==> src/rtl/axil_pwm_pkg.sv <==
package axil_pwm_pkg;
  localparam int unsigned DATA_W = 32;
  localparam int unsigned STRB_W = DATA_W / 8;
  localparam int unsigned SEL_W  = 2;
  localparam int unsigned SEL_LSB = 2;  // byte addressing, word stride 4

  typedef enum logic [SEL_W-1:0] {
    SEL_PERIOD = 2'd0,
    SEL_CMP    = 2'd1,
    SEL_CNT    = 2'd2,
    SEL_RSV    = 2'd3
  } reg_sel_e;

  localparam logic [1:0] RESP_OKAY = 2'b00;

  typedef logic [DATA_W-1:0] word_t;
endpackage

==> src/rtl/axil_pwm_wr.sv <==
module axil_pwm_wr
  import axil_pwm_pkg::*;
#(
  parameter int unsigned ADDR_W = 4
) (
  input  logic              clk_i,
  input  logic              rst_ni,
  input  logic [ADDR_W-1:0] awaddr_i,
  input  logic              awvalid_i,
  output logic              awready_o,
  input  word_t             wdata_i,
  input  logic [STRB_W-1:0] wstrb_i,
  input  logic              wvalid_i,
  output logic              wready_o,
  output logic [1:0]        bresp_o,
  output logic              bvalid_o,
  input  logic              bready_i,
  output logic              wr_en_o,
  output reg_sel_e          wr_sel_o,
  output word_t             wr_data_o,
  output logic [STRB_W-1:0] wr_strb_o
);
  logic              aw_got_q;
  logic              w_got_q;
  logic              bvalid_q;
  reg_sel_e          sel_q;
  word_t             data_q;
  logic [STRB_W-1:0] strb_q;
  logic              aw_hs;
  logic              w_hs;

  // no new beat is taken while a response is pending
  assign awready_o = !aw_got_q && !bvalid_q;
  assign wready_o  = !w_got_q && !bvalid_q;
  assign aw_hs     = awvalid_i && awready_o;
  assign w_hs      = wvalid_i && wready_o;

  // commit one cycle after both halves are held
  assign wr_en_o   = aw_got_q && w_got_q;
  assign wr_sel_o  = sel_q;
  assign wr_data_o = data_q;
  assign wr_strb_o = strb_q;
  assign bvalid_o  = bvalid_q;
  assign bresp_o   = RESP_OKAY;

  always_ff @(posedge clk_i) begin
    if (!rst_ni) begin
      aw_got_q <= 1'b0;
      w_got_q  <= 1'b0;
      bvalid_q <= 1'b0;
      sel_q    <= SEL_PERIOD;
      data_q   <= '0;
      strb_q   <= '0;
    end else begin
      if (aw_hs) begin
        aw_got_q <= 1'b1;
        sel_q    <= reg_sel_e'(awaddr_i[SEL_LSB +: SEL_W]);
      end
      if (w_hs) begin
        w_got_q <= 1'b1;
        data_q  <= wdata_i;
        strb_q  <= wstrb_i;
      end
      if (wr_en_o) begin
        aw_got_q <= 1'b0;
        w_got_q  <= 1'b0;
        bvalid_q <= 1'b1;
      end else if (bvalid_q && bready_i) begin
        bvalid_q <= 1'b0;
      end
    end
  end
endmodule

==> src/rtl/axil_pwm_rd.sv <==
module axil_pwm_rd
  import axil_pwm_pkg::*;
#(
  parameter int unsigned ADDR_W = 4
) (
  input  logic              clk_i,
  input  logic              rst_ni,
  input  logic [ADDR_W-1:0] araddr_i,
  input  logic              arvalid_i,
  output logic              arready_o,
  output word_t             rdata_o,
  output logic [1:0]        rresp_o,
  output logic              rvalid_o,
  input  logic              rready_i,
  input  word_t             period_i,
  input  word_t             cmp_i,
  input  word_t             cnt_i
);
  logic     rvalid_q;
  word_t    rdata_q;
  word_t    rd_mux;
  reg_sel_e rd_sel;

  assign rd_sel    = reg_sel_e'(araddr_i[SEL_LSB +: SEL_W]);
  assign arready_o = !rvalid_q;
  assign rvalid_o  = rvalid_q;
  assign rdata_o   = rdata_q;
  assign rresp_o   = RESP_OKAY;

  always_comb begin
    unique case (rd_sel)
      SEL_PERIOD: rd_mux = period_i;
      SEL_CMP:    rd_mux = cmp_i;
      SEL_CNT:    rd_mux = cnt_i;
      default:    rd_mux = '0;
    endcase
  end

  always_ff @(posedge clk_i) begin
    if (!rst_ni) begin
      rvalid_q <= 1'b0;
      rdata_q  <= '0;
    end else if (arvalid_i && arready_o) begin
      rvalid_q <= 1'b1;
      rdata_q  <= rd_mux;  // count sampled at address acceptance
    end else if (rvalid_q && rready_i) begin
      rvalid_q <= 1'b0;
    end
  end
endmodule

==> src/rtl/axil_pwm_regs.sv <==
module axil_pwm_regs
  import axil_pwm_pkg::*;
(
  input  logic              clk_i,
  input  logic              rst_ni,
  input  logic              wr_en_i,
  input  reg_sel_e          wr_sel_i,
  input  word_t             wr_data_i,
  input  logic [STRB_W-1:0] wr_strb_i,
  output word_t             period_o,
  output word_t             cmp_o
);
  logic per_hit;
  logic cmp_hit;

  assign per_hit = wr_en_i && (wr_sel_i == SEL_PERIOD);
  assign cmp_hit = wr_en_i && (wr_sel_i == SEL_CMP);

  for (genvar b = 0; b < STRB_W; b++) begin : g_byte
    logic [7:0] per_b_q;
    logic [7:0] cmp_b_q;

    always_ff @(posedge clk_i) begin
      if (!rst_ni) begin
        per_b_q <= '0;
        cmp_b_q <= '0;
      end else begin
        if (per_hit && wr_strb_i[b]) per_b_q <= wr_data_i[b*8 +: 8];
        if (cmp_hit && wr_strb_i[b]) cmp_b_q <= wr_data_i[b*8 +: 8];
      end
    end

    assign period_o[b*8 +: 8] = per_b_q;
    assign cmp_o[b*8 +: 8]    = cmp_b_q;
  end
endmodule

==> src/rtl/axil_pwm_core.sv <==
module axil_pwm_core
  import axil_pwm_pkg::*;
(
  input  logic  clk_i,
  input  logic  rst_ni,
  input  word_t period_i,
  input  word_t cmp_i,
  output word_t cnt_o,
  output logic  pwm_o
);
  word_t cnt_q;

  // less-than wrap also recovers when the period drops below the count
  always_ff @(posedge clk_i) begin
    if (!rst_ni)               cnt_q <= '0;
    else if (cnt_q < period_i) cnt_q <= cnt_q + word_t'(1);
    else                       cnt_q <= '0;
  end

  assign cnt_o = cnt_q;
  assign pwm_o = cmp_i > cnt_q;
endmodule

==> src/rtl/axil_pwm.sv <==
module axil_pwm
  import axil_pwm_pkg::*;
#(
  parameter int unsigned ADDR_W = 4
) (
  input  logic              clk_i,
  input  logic              rst_ni,
  input  logic [ADDR_W-1:0] s_awaddr_i,
  input  logic              s_awvalid_i,
  output logic              s_awready_o,
  input  logic [31:0]       s_wdata_i,
  input  logic [3:0]        s_wstrb_i,
  input  logic              s_wvalid_i,
  output logic              s_wready_o,
  output logic [1:0]        s_bresp_o,
  output logic              s_bvalid_o,
  input  logic              s_bready_i,
  input  logic [ADDR_W-1:0] s_araddr_i,
  input  logic              s_arvalid_i,
  output logic              s_arready_o,
  output logic [31:0]       s_rdata_o,
  output logic [1:0]        s_rresp_o,
  output logic              s_rvalid_o,
  input  logic              s_rready_i,
  output logic              pwm_o
);
  logic              wr_en;
  reg_sel_e          wr_sel;
  word_t             wr_data;
  logic [STRB_W-1:0] wr_strb;
  word_t             per_q;
  word_t             cmp_q;
  word_t             cnt_q;

  axil_pwm_wr #(.ADDR_W(ADDR_W)) u_wr (
    .clk_i     (clk_i),
    .rst_ni    (rst_ni),
    .awaddr_i  (s_awaddr_i),
    .awvalid_i (s_awvalid_i),
    .awready_o (s_awready_o),
    .wdata_i   (s_wdata_i),
    .wstrb_i   (s_wstrb_i),
    .wvalid_i  (s_wvalid_i),
    .wready_o  (s_wready_o),
    .bresp_o   (s_bresp_o),
    .bvalid_o  (s_bvalid_o),
    .bready_i  (s_bready_i),
    .wr_en_o   (wr_en),
    .wr_sel_o  (wr_sel),
    .wr_data_o (wr_data),
    .wr_strb_o (wr_strb)
  );

  axil_pwm_regs u_regs (
    .clk_i     (clk_i),
    .rst_ni    (rst_ni),
    .wr_en_i   (wr_en),
    .wr_sel_i  (wr_sel),
    .wr_data_i (wr_data),
    .wr_strb_i (wr_strb),
    .period_o  (per_q),
    .cmp_o     (cmp_q)
  );

  axil_pwm_core u_core (
    .clk_i    (clk_i),
    .rst_ni   (rst_ni),
    .period_i (per_q),
    .cmp_i    (cmp_q),
    .cnt_o    (cnt_q),
    .pwm_o    (pwm_o)
  );

  axil_pwm_rd #(.ADDR_W(ADDR_W)) u_rd (
    .clk_i     (clk_i),
    .rst_ni    (rst_ni),
    .araddr_i  (s_araddr_i),
    .arvalid_i (s_arvalid_i),
    .arready_o (s_arready_o),
    .rdata_o   (s_rdata_o),
    .rresp_o   (s_rresp_o),
    .rvalid_o  (s_rvalid_o),
    .rready_i  (s_rready_i),
    .period_i  (per_q),
    .cmp_i     (cmp_q),
    .cnt_i     (cnt_q)
  );
endmodule

==> config.mk <==
export PLATFORM = sky130hd
export DESIGN_NAME = axil_pwm
export DESIGN_NICKNAME = d
export VERILOG_FILES = /design/src/rtl/axil_pwm_pkg.sv /design/src/rtl/axil_pwm_wr.sv /design/src/rtl/axil_pwm_rd.sv /design/src/rtl/axil_pwm_regs.sv /design/src/rtl/axil_pwm_core.sv /design/src/rtl/axil_pwm.sv
export SDC_FILE = /design/constraint.sdc
export NUM_CORES = 1
export LEC_CHECK = 0
export BUFFER_PORTS_ARGS = -buffer_cell sky130_fd_sc_hd__buf_2
export CAP_MARGIN = 30
export CORE_MARGIN = 2
export CORE_UTILIZATION = 40
export CTS_BUF_LIST = sky130_fd_sc_hd__clkbuf_2
export CTS_CLUSTER_SIZE = 30
export DETAILED_ROUTE_END_ITERATION = 8
export GPL_ROUTABILITY_DRIVEN = 0
export PLACE_DENSITY_LB_ADDON = 0.3
export SLEW_MARGIN = 20
export SYNTH_ARGS = -nofsm -noshare
export SYNTH_HDL_FRONTEND = slang
export SYNTH_HIERARCHICAL = 1
export SYNTH_SLANG_ARGS = --single-unit
==> constraint.sdc <==
create_clock -name clk_i -period 3 [get_ports clk_i]
set_clock_uncertainty 0.15 [all_clocks]
set_input_delay 0.3 -clock clk_i [delete_from_list [all_inputs] [get_ports clk_i]]
set_output_delay 0.3 -clock clk_i [all_outputs]
set_load 0.05 [all_outputs]
Word level (Yosys, flattened, before mapping). Index checks and enable logic that the tools add are counted.

$add $sub $neg: 1. $lt $le $gt $ge: 2. Eq/ne operators: 3. Mux-type cells: 5. Bitwise logic cells: 1. Reductions and logical operators: 28.

Operators with widths (number): case mux 32 bit (3 select lines) (1); adder 32 x 1 -> 32 bit (second input constant) (1); > comparator 32 bit (1); less-than comparator 32 bit (1); logical AND 1 bit (18); equality test 2 x 1 -> 1 bit (second input constant) (2); zero test 1 bit (4); zero test 2 bit (2); 2-to-1 mux 1 bit (4); nonzero test 2 bit (2); equality test 2 bit (second input constant) (1); AND reduction 2 bit (1); OR reduction 2 bit (1); NOT 1 bit (1).

Flip-flop bits (word level): 170. Logic and storage cells: 57.

Logic depth before layout (Yosys ltp).
Depth in word-level cells: 3. Gate-level depth with buffers: 9.

By module. The synthesis kept the hierarchy.

Modules (own cells, without submodules): axil_pwm_core (times used 1, cells an instance 368, area an instance 2925.3 um^2, seq. area each 640.6 um^2); axil_pwm_regs (times used 1, cells an instance 251, area an instance 2483.6 um^2, seq. area each 1281.2 um^2); axil_pwm_rd (times used 1, cells an instance 195, area an instance 2158.3 um^2, seq. area each 660.6 um^2); axil_pwm_wr (times used 1, cells an instance 182, area an instance 1696.6 um^2, seq. area each 820.8 um^2).

Worst setup path after synthesis. No wires, ideal clock.

Path kind: register to output. Start: register u_core.cnt_q[1] (netlist: u_core/cnt_o[1]). End: output pwm_o. Arrival: 1728 ps. Required time: 2550 ps. Setup slack: 822 ps. Stages on the path, launching flop included: 9. Cell sequence: dfxtp_1 inv_1 ha_1 nor2b_1 o211ai_1 a21oi_1 o21ai_0 a21oi_1 o22a_1.

Cells in the longest elaborated chain, start to end: 1.

Ends and longest elaborated chain: start: declaration (line axil_pwm_core.sv:11) `word_t cnt_q;`; start signal: assignment (line axil_pwm_core.sv:16) `else if (cnt_q < period_i) cnt_q <= cnt_q + word_t'(1);`; > comparator 32 bit (line axil_pwm_core.sv:21) `assign pwm_o = cmp_i > cnt_q;`; end: declaration (line axil_pwm.sv:25) `output logic pwm_o`.

Every way passes these cells.

Worst setup path in the final report.
Start: register u_core.cnt_q[13] (netlist: u_core/cnt_o[13]). End: output pwm_o.

The elaborated chain is that of the path after synthesis.

==> out/results.tsv <==
metric	value	unit
# nets final	1247	
CP endpoint kind	output port	
DR vias	7379	
most used cell, CP	a21o_1	
FP Rows	55	
core area	22710	um^2
post-detail-place hpwl	15.41	mm
Max FO, Critical Path	2	
Synth area leader	dfxtp_1	
DR iter-0 viols	509	
crit path from	u_core/cnt_o[13]	
area of the die	24390	um^2
clock sinks	170	
fin crit share	98.46	%
Layout Cells excl Fill	1430	
CP cell instances	inv_1, ha_1, a21o_1, a21o_1, a211oi_2, a21oi_2, o22a_1, buf_6	
Slew @ Worst Pin	0.9390	ns
Worst Path Buf+Inv	2	
Internal	0.002871	W
Synth async-reset ratio	0	%
largest cells by area after synthesis	dfxtp_1 (37%), mux2i_1 (14%), ha_1 (8.6%)	
initial core utilization	40.79	%
Clock Root Buffer	clkbuf_2	
first-pass GRT wire length	37.25	mm
Final Setup Violations	0	
wire length per cell	16.08	um
most frequent cell after synthesis	nand2_1	
TritonCTS Buffers	17	
CP endpoint	pwm_o	
Routed Wire Length	22.99	mm
clock share of power	29.5	%
DR pass1 iterations	7	
largest net degree at the start of global routing	79	
Hold Path Class	input pin to flip-flop	
clk slew on worst S/H paths	0.24	ns
Die H	156.2	um
delay-heaviest family, CP	compound AO/OA/AOI/OAI gates	
Antenna Violating Nets Remaining	0	
RR Endpoint	u_core/cnt_o[9]	
syn_area_per_cell	9.301	um^2
Congestion Overflow GR	0	
sequential-to-total area share from yosys stat	36.74	%
ys flop type	dfxtp_1	
Setup TNS Final	0	ns
CP Launch Type	flip-flop	
R2R depth	9	
Die Span X	156.2	um
min Tclk post-route	2.954	ns
WHS	0.1177	ns
# H-tree levels	4	
top cell type's share of synthesized area	36.74	%
Final Core Density	48.03	%
Synth top cells by count	nand2_1 (195), dfxtp_1 (170), mux2i_1 (134)	
vias in the first global route	7084	
Slew Limit Fails	0	
MaxCap Viol Count	0	
CP max stage delay	0.40	ns
Cells after DPL	1318	
sequential power share	59.4	%
Crit path depth	8	
Post-synth EDFFs	0	
CP max stage cell	dfxtp_4	
PortBufs	84	
DRC	0	
Distinct cells, synth	55	
RSZ-0062 raised after global routing	yes	
Switch Pwr	0.001058	W
share of cells above drive strength 1	21.68	%
Tot GR Track Use	19.20	%
P per Cell Area	360.2	nW/um^2
io pins	93	
Data required, critical path	2.55	ns
Area after DPL	9719	um^2
worst skew pair latency	0.72	ns
Clock Path Buffers	2	
Syn-to-layout area delta	17.73	%
post-route design area	10910	um^2
Gate Count Post-Synth	996	
Lkg Pwr	4.655	nW
Ys Warns	6	
Worst VDD drop	0.0002074	V
Combinational Power Share	11.1	%
FF+latch count, synth	170	
status	completed	
Layout fillers	2113	
worst reg2reg setup slack	0.50	ns
Switching Fraction	26.92	%
CTS tree	yes	
reg2reg start	u_core/cnt_o[13]	
critical path class	flip-flop to output port	
Hold Fails Final Rpt	0	
FMAX	338.5	MHz
Data arrival, critical path	2.50	ns
Mapped Area	9264	um^2
Worst slew margin	37.40	%
mean number of vias per cell	5.160	
initial antenna violation count	1	
state kept, by name (all words and copies together) (netlist names):
register	count
u_regs/g_byte.per_b_q	32
u_regs/g_byte.cmp_b_q	32
u_wr/w_got_q	1
u_rd/rvalid_o	1
u_core/cnt_o	32
u_wr/aw_got_q	1
u_wr/wr_strb_o	4
u_wr/wr_sel_o	2
u_wr/wr_data_o	32
u_wr/bvalid_o	1
u_rd/rdata_o	32
power by group through the flow:
stage / registers [W] / logic (W) / clock network, W
floorplan: 0.00238 / 0.000304 / 0
global placement: 0.00238 / 0.000365 / 0
detailed placement: 0.00238 / 0.000367 / 0
CTS: 0.00233 / 0.000430 / 0.00121
global route: 0.00234 / 0.000471 / 0.00130
finish: 0.00233 / 0.000436 / 0.00116
cell type report:
type	count	area, um^2	share of cell area, %
multi-input combinational	699	5345	49.01
tap	285	356.6	3.269
sequential	170	3461	31.73
antenna	1	2.502	0.02294
clock inverter	9	100.1	0.9177
inverter	67	254.0	2.329
timing repair buffer	177	1277	11.71
clock buffer	22	110.1	1.010
cells by family (layout without fill, tap and decap cells):
family                     after synthesis  after routing  share of synthesized area, %
muxes                                  166            166                         19.54
DFF                                    170            170                         36.74
AOI/OAI and AO/OA                       91             91                         7.374
xor gates and xnor gates                29             29                         2.742
and+or+nand+nor                        345            345                         17.46
buffers and inverters                  129            275                         7.415
adders and majority gates               64             64                         8.644
other                                    2              5                       0.08107
worst reg2reg max path, stage by stage, from the launching register on:
cell and delay, ns:
dfxtp_4 0.40, buf_4 0.15, ha_1 0.29, nand4_1 0.11
nor3_1 0.34, o311ai_0 0.26, nand3_1 0.19, a31o_2 0.19
buf_4 0.25, nor2_1 0.09
metrics by stage:
stage | setup slack, ns | total power [W]
2_1_floorplan | 0.8216 | 0.002682
3_3_place_gp | 0.4977 | 0.002746
3_5_place_dp | 0.4989 | 0.002750
4_1_cts | -0.05442 | 0.003974
5_1_grt | -0.1428 | 0.004108
6_report | 0.04613 | 0.003928
layout by cell type, fill, tap and decap left out, types with 17 or more instances in the layout:
| cell | netlist | final |
|---|---|---|
| xnor2_1 | 29 | 29 |
| a222oi_1 | 32 | 32 |
| a21oi_1 | 25 | 23 |
| nor2_1 | 42 | 42 |
| dfxtp_1 | 170 | 138 |
| mux2_4 | 29 | 29 |
| buf_4 | 6 | 34 |
| inv_1 | 67 | 58 |
| nand2_1 | 195 | 195 |
| dlygate4sd3_1 | 0 | 60 |
| dfxtp_2 | 0 | 25 |
| mux2i_1 | 134 | 134 |
| nand3_1 | 17 | 17 |
| clkbuf_2 | 0 | 22 |
| buf_2 | 27 | 82 |
| ha_1 | 64 | 54 |
| nor3_1 | 38 | 37 |
what timing repair did:
| item | CTS | global route |
|---|---|---|
| pin swaps | 9 | 4 |
| endpoints found under the setup margin | 1 | 1 |
| hold buffers | 60 | 0 |
| gates resized for setup | 62 | 10 |
| setup buffers | 18 | 3 |
| endpoints found under the hold margin | 51 | 0 |
worst min path at each step:
stage	from	to	cells after the start
after detailed placement	u_wr/wr_data_o[12]	u_wr/wr_data_o[12]	2
after CTS	s_araddr_i[2]	u_rd/rdata_o[22]	4
after floorplan	u_wr/wr_data_o[0]	u_wr/wr_data_o[0]	2
after global placement	u_wr/wr_data_o[6]	u_wr/wr_data_o[6]	2
after global routing	s_wdata_i[21]	u_wr/wr_data_o[21]	4
final	s_araddr_i[2]	u_rd/rdata_o[22]	4
routing by layer:
metal,track usage [%],wire length [um],vias up,part of all wire (%)
met4,5.810,361,0,1.6
met5,0,0,-,0
li1,-,-,3733,-
met3,3.278,972,22,4.2
met2,29.31,9976,171,43
met1,27.65,11680,3453,51
(Power assumes the default switching activity.)
